==> src/rtl/cfgp_pkg.sv <==
package cfgp_pkg;
  typedef enum logic [3:0] {
    ST_IDLE,
    ST_PRE,
    ST_LEN,
    ST_TRAIL,
    ST_FRAME,
    ST_POST,
    ST_FILL,
    ST_DONE,
    ST_FAIL
  } cfgp_state_e;
endpackage

==> src/rtl/cfgp_shreg.sv <==
module cfgp_shreg #(
  parameter int W = 8
) (
  input  logic         clk,
  input  logic         rst,
  input  logic         en,
  input  logic         din,
  output logic [W-1:0] q
);
  always_ff @(posedge clk) begin
    if (rst)     q <= '0;
    else if (en) q <= {q[W-2:0], din};
  end
endmodule

==> src/rtl/cfgp_remain.sv <==
module cfgp_remain #(
  parameter int W = 25
) (
  input  logic         clk,
  input  logic         rst,
  input  logic         load,
  input  logic [W-1:0] load_val,
  input  logic         dec,
  output logic         last
);
  logic [W-1:0] q;

  always_ff @(posedge clk) begin
    if (rst)       q <= '0;
    else if (load) q <= load_val;
    else if (dec)  q <= q - W'(1);
  end

  assign last = (q == W'(1));
endmodule

==> src/rtl/cfg_frame_parser.sv <==
module cfg_frame_parser
  import cfgp_pkg::*;
#(
  parameter int               FRAME_W    = 71,
  parameter int               NUM_FRAMES = 197,
  parameter int               STOP_W     = 3,
  parameter int               POST_W     = 4,
  parameter int               TRAIL_W    = 4,
  parameter int               LEN_W      = 24,
  parameter int               FILL_W     = 8,
  parameter int               PRE_W      = 4,
  parameter logic [PRE_W-1:0] PRE_PAT    = 4'b0010
) (
  input  logic               clk,
  input  logic               rst,
  input  logic               bit_en,
  input  logic               bit_in,
  output logic [FRAME_W-1:0] frame_data,
  output logic               frame_valid,
  output logic               cfg_done,
  output logic               cfg_err
);
  localparam int FRAME_BITS = 1 + FRAME_W + STOP_W;
  localparam int HDR_CNT    = FILL_W + PRE_W + LEN_W;
  localparam int BODY_MIN   = TRAIL_W + NUM_FRAMES * FRAME_BITS + POST_W;
  localparam int MIN_TOTAL  = HDR_CNT + BODY_MIN;
  localparam int REM_W      = LEN_W + 1;
  localparam int CW         = $clog2(LEN_W + 1);
  localparam int FW         = $clog2(FRAME_BITS + 1);
  localparam int NW         = $clog2(NUM_FRAMES + 1);

  cfgp_state_e      state;
  logic [CW-1:0]    scnt;
  logic [FW-1:0]    fpos;
  logic [NW-1:0]    fcnt;
  logic [PRE_W-2:0] pre_q;
  logic [LEN_W-1:0] len_q;
  logic [FRAME_W-1:0] dat_q;
  logic [LEN_W-1:0] len_next;
  logic [REM_W-1:0] total;
  logic             too_small;
  logic             len_last;
  logic             rem_load;
  logic             rem_dec;
  logic             rem_last;
  logic             dat_en;

  assign len_next  = {len_q[LEN_W-2:0], bit_in};
  assign total     = {1'b0, len_next} + REM_W'(2);
  assign too_small = total < REM_W'(MIN_TOTAL);
  assign len_last  = (state == ST_LEN) && (scnt == CW'(LEN_W - 1));
  assign rem_load  = bit_en && len_last && !too_small;
  assign rem_dec   = bit_en && (state inside {ST_TRAIL, ST_FRAME, ST_POST, ST_FILL});
  assign dat_en    = bit_en && (state == ST_FRAME) && (fpos != '0)
                     && (fpos <= FW'(FRAME_W));

  cfgp_shreg #(.W(LEN_W)) u_len_sr (
    .clk(clk), .rst(rst), .en(bit_en && state == ST_LEN), .din(bit_in), .q(len_q)
  );

  cfgp_shreg #(.W(FRAME_W)) u_dat_sr (
    .clk(clk), .rst(rst), .en(dat_en), .din(bit_in), .q(dat_q)
  );

  cfgp_remain #(.W(REM_W)) u_remain (
    .clk(clk), .rst(rst), .load(rem_load), .load_val(total - REM_W'(HDR_CNT)),
    .dec(rem_dec), .last(rem_last)
  );

  always_ff @(posedge clk) begin
    if (rst) begin
      state       <= ST_IDLE;
      scnt        <= '0;
      fpos        <= '0;
      fcnt        <= '0;
      pre_q       <= '0;
      frame_data  <= '0;
      frame_valid <= 1'b0;
      cfg_done    <= 1'b0;
      cfg_err     <= 1'b0;
    end else begin
      frame_valid <= 1'b0;
      if (bit_en) begin
        unique case (state)
          ST_IDLE: if (!bit_in) begin
            state <= ST_PRE;
            scnt  <= CW'(1);
            pre_q <= PRE_PAT[PRE_W-2:0];
          end
          ST_PRE: begin
            if (bit_in != pre_q[PRE_W-2]) begin
              state <= ST_FAIL; cfg_err <= 1'b1;
            end else if (scnt == CW'(PRE_W - 1)) begin
              state <= ST_LEN; scnt <= '0;
            end else begin
              scnt  <= scnt + CW'(1);
              pre_q <= pre_q << 1;
            end
          end
          ST_LEN: begin
            if (len_last) begin
              scnt <= '0;
              if (too_small) begin
                state <= ST_FAIL; cfg_err <= 1'b1;
              end else begin
                state <= ST_TRAIL;
              end
            end else begin
              scnt <= scnt + CW'(1);
            end
          end
          ST_TRAIL: begin
            if (!bit_in) begin
              state <= ST_FAIL; cfg_err <= 1'b1;
            end else if (scnt == CW'(TRAIL_W - 1)) begin
              state <= ST_FRAME; fpos <= '0; fcnt <= '0;
            end else begin
              scnt <= scnt + CW'(1);
            end
          end
          ST_FRAME: begin
            if (fpos == '0) begin
              if (bit_in) begin
                state <= ST_FAIL; cfg_err <= 1'b1;
              end else begin
                fpos <= FW'(1);
              end
            end else if (fpos <= FW'(FRAME_W)) begin
              if (fpos == FW'(FRAME_W)) begin
                frame_valid <= 1'b1;
                frame_data  <= {dat_q[FRAME_W-2:0], bit_in};
              end
              fpos <= fpos + FW'(1);
            end else if (!bit_in) begin
              state <= ST_FAIL; cfg_err <= 1'b1;
            end else if (fpos == FW'(FRAME_BITS - 1)) begin
              fpos <= '0;
              if (fcnt == NW'(NUM_FRAMES - 1)) begin
                state <= ST_POST; scnt <= '0;
              end else begin
                fcnt <= fcnt + NW'(1);
              end
            end else begin
              fpos <= fpos + FW'(1);
            end
          end
          ST_POST: begin
            if (!bit_in) begin
              state <= ST_FAIL; cfg_err <= 1'b1;
            end else if (scnt == CW'(POST_W - 1)) begin
              if (rem_last) begin
                state <= ST_DONE; cfg_done <= 1'b1;
              end else begin
                state <= ST_FILL;
              end
            end else begin
              scnt <= scnt + CW'(1);
            end
          end
          ST_FILL: begin
            if (!bit_in) begin
              state <= ST_FAIL; cfg_err <= 1'b1;
            end else if (rem_last) begin
              state <= ST_DONE; cfg_done <= 1'b1;
            end
          end
          ST_DONE, ST_FAIL: ;
          default: state <= ST_IDLE;
        endcase
      end
    end
  end
endmodule

==> config.mk <==
export PLATFORM = sky130hd
export DESIGN_NAME = cfg_frame_parser
export DESIGN_NICKNAME = d
export VERILOG_FILES = /design/src/rtl/cfgp_pkg.sv /design/src/rtl/cfgp_shreg.sv /design/src/rtl/cfgp_remain.sv /design/src/rtl/cfg_frame_parser.sv
export SDC_FILE = /design/constraint.sdc
export NUM_CORES = 1
export LEC_CHECK = 0
export BUFFER_PORTS_ARGS = -buffer_cell sky130_fd_sc_hd__buf_2
export CORE_AREA = 3 3 174 176
export DETAILED_ROUTE_END_ITERATION = 8
export DIE_AREA = 0 0 177 179
export MAX_ROUTING_LAYER = met4
export PLACE_DENSITY = 0.57
export RECOVER_POWER = 100
export SYNTH_ARGS = -nofsm -noshare
export SYNTH_HDL_FRONTEND = slang
export SYNTH_SLANG_ARGS = --single-unit
==> constraint.sdc <==
create_clock -name clk -period 5.9 [get_ports clk]
set_input_delay 1.475 -clock clk [delete_from_list [all_inputs] [get_ports clk]]
set_output_delay 1.475 -clock clk [all_outputs]
set_load 0.01 [all_outputs]
==> flow_metrics.env <==
export IMPL_clock_sinks=218
export IMPL_synth_top_area_share=0.423
export IMPL_worst_setup_path_start_kind="flop"
export IMPL_critPathKind="reg -> reg"
export IMPL_antenna_found_initial=0
export IMPL_io_buffers=77
export IMPL_first_iter_violations=510
export IMPL_met2_usage=0.244
export IMPL_place_hpwl_um=15900
export IMPL_hold_buffers=0
export IMPL_post_cts_setup_buffers=0
export IMPL_min_period_ns=4.80
export IMPL_area_delta_synth_final_pct=11.8
export IMPL_via_count=9072
export IMPL_core_area_um2=28800
export IMPL_routed_wl_um=24700
export IMPL_synthArstFlopShare=0
export IMPL_synth_compound_area_share=0.187
export IMPL_htreeDepth=1
export IMPL_synth_edf_count=0
export IMPL_routedWlPerCell_um=14.0
export IMPL_syn_avg_cell_area_um2=7.61
export IMPL_drv_cap=2
export IMPL_status="finished with violations"
export IMPL_viasPerCell=5.11
export IMPL_n_antenna_cell=0
export IMPL_grt_pass1_vias=8137
export IMPL_dieArea_um2=31700
export IMPL_internal_power_mw=2.38
export IMPL_cts_inserted_buffers=24
export IMPL_worst_slew_pin_slew_ns=3.17
export IMPL_yosysMostFrequentCell="nand2_1"
export IMPL_ys_flop_type="dfxtp_1"
export IMPL_rows=62
export IMPL_worstPathMaxFanout=17
export IMPL_grt_util_met3=0.0263
export IMPL_drtPass1Iterations=6
export IMPL_swShare=0.219
export IMPL_cts_repair_resized=0
export IMPL_arrival_ns=5.19
export IMPL_slew_violations=110
export IMPL_synth_area_leaders="dfxtp_1 42%, nand2_1 14%, a21oi_1 9.4%"
export IMPL_crit_start="u_len_sr.q[1]$_SDFFE_PP0P_"
export IMPL_cp_required_ns=6.28
export IMPL_synth_xor_area_frac=0.0551
export IMPL_cp_end_kind="flop"
export IMPL_fin_crit_sh=0.814
export IMPL_synth_top_area_cell="dfxtp_1"
export IMPL_rsz0062_at_grt="false"
export IMPL_grt_busiest_layer="met2"
export IMPL_postLayoutCoreUtil=0.401
export IMPL_peakVddDrop_mv=0.210
export IMPL_r2r_start="u_len_sr.q[1]$_SDFFE_PP0P_"
export IMPL_synth_cells=1358
export IMPL_die_h_um=179
export IMPL_cts_tree="built"
export IMPL_syn_nets=1373
export IMPL_yosysUniqueCellTypes=71
export IMPL_cts_buffer_depth=3
export IMPL_synth_seq_area_share=0.423
export IMPL_grt_max_degree=169
export IMPL_finalClockSkew_ns=0.0267
export IMPL_clock_power_share=0.490
export IMPL_final_setup_viol_count=0
export IMPL_grt_total_usage=0.157
export IMPL_fin_tns_setup_ns=0
export IMPL_drive_above_1_share=0.0518
export IMPL_yosys_top_cells_count="378 x nand2_1, 218 x dfxtp_1, 195 x a21oi_1"
export IMPL_clock_fmax_mhz=208
export IMPL_clkLatencyLatePin_ns=0.53
export IMPL_final_nets=1387
export IMPL_ys_ff_latch=218
export IMPL_grt_overflow_total=0
export IMPL_synth_mux_area_frac=0.00497
export IMPL_p_leak_nw=3.73
export IMPL_violations="capacitance limit, slew limit"
export IMPL_synthSimpleGateAreaFrac=0.271
export IMPL_p_comb_frac=0.022
export IMPL_powerDensity_nw_per_um2=264
export IMPL_io_pins=78
export IMPL_yosysWarningCount=0
export IMPL_clkTransAtPathRegs_ns=0.06
export IMPL_met1_usage=0.216
export IMPL_ant_nets=0
export IMPL_p_switching_mw=0.668
export IMPL_synthAdderAreaFrac=0.0133
export IMPL_final_hold_viol_count=0
export IMPL_relSlewSlack=-1.11
export IMPL_synth_top_family_by_area="simple AND/OR/NAND/NOR gates"
export IMPL_clockRootBuffer="clkbuf_16"
export IMPL_worstHoldStart="frame_data[57]$_SDFFE_PP0P_"
export IMPL_ff2ff_setup_slack_ns=1.10
export IMPL_finalWeightedCongestion=0.882
export IMPL_grt_pass1_wl_um=41200
export IMPL_drc=0
export IMPL_die_w_um=177
export IMPL_worstHoldPathType="reg -> reg"
export IMPL_share_seq_of_total_power=0.488
export IMPL_synth_area_um2=10300
export IMPL_start_util=0.359
through the flow:
step                hold slack, ns  power, mW  area [um2]  worst slack (ns)  cells
floorplan                    0.432       1.57       10300              2.51   1358
global placement             0.440       1.59       10900              1.76   1730
detailed placement           0.444       1.59       10900              1.66   1730
CTS                          0.444       3.09       11700              1.93   1774
global route                 0.465       3.16       11500             0.809   1774
finish                       0.453       3.04       11500              1.10   1774
cell families (layout without fill, tap and decap cells):
logic type / count (synthesis) / in the layout
compound gates: 316 / 316
xor+xnor: 65 / 65
fa+ha+maj: 11 / 11
buf+inv: 117 / 149
flops: 218 / 218
mux: 5 / 5
simple gates: 626 / 626
sequential cells by signal (all words and copies together) (netlist names), 2 cells and up:
signal      flops
frame_data     71
u_dat_sr.q     70
u_remain.q     25
u_len_sr.q     23
fcnt            8
fpos            7
scnt            5
state           4
pre_q           2
path summary, 6_finish.rpt:
kind,to,cells after the start
worst max-delay path,u_remain.q[21]$_SDFFE_PP0P_,9
worst min register to register,frame_data[57]$_SDFFE_PP0P_,2
worst min-delay path,frame_data[57]$_SDFFE_PP0P_,2
worst max register to register,u_remain.q[21]$_SDFFE_PP0P_,9
routing by layer:
layer | part of all wire | vias to the layer above
met5 | 0 | -
met4 | 0.016 | 0
met1 | 0.49 | 4214
li1 | - | 4676
met2 | 0.45 | 154
met3 | 0.045 | 28
layout make-up:
class | instances | area, um2
clock buffer | 33 | 664
multi-input combinational | 1023 | 5460
sequential | 218 | 4360
tap | 384 | 480
clock inverter | 11 | 129
timing repair buffer | 85 | 367
inverter | 20 | 75.1
fill | 3008 | 17200
critical path, stage by stage (launching register included):
cell	delay [ns]
dfxtp_1	0.49
ha_1	0.53
nand4_1	0.27
or4_1	0.68
or3_2	0.44
a2111oi_0	1.19
a21oi_2	0.49
buf_4	0.34
nor2_1	0.16
a211oi_2	0.06
cells in the final DEF (no fill, tap or decap), drive strengths merged, types with 11 or more instances in the layout:
master  Yosys  routed
a211oi     15      15
a21oi     195     195
clkbuf     75     109
dfxtp     218     218
ha         11      11
inv        19      20
nand2     378     378
nand3      27      27
nand4      17      17
nor2       77      77
nor3       30      30
nor4       18      18
o21ai      33      33
or3        12      12
xnor2      41      41
xor2       24      24
power groups by stage:
stage	Sequential [mW]	Clock [mW]	Combinational (mW)
floorplan	1.51	0	0.0555
global placement	1.52	0	0.0677
detailed placement	1.52	0	0.0677
CTS	1.49	1.54	0.0678
global route	1.49	1.60	0.0755
finish	1.49	1.49	0.0666
(Power assumes the default switching activity.)
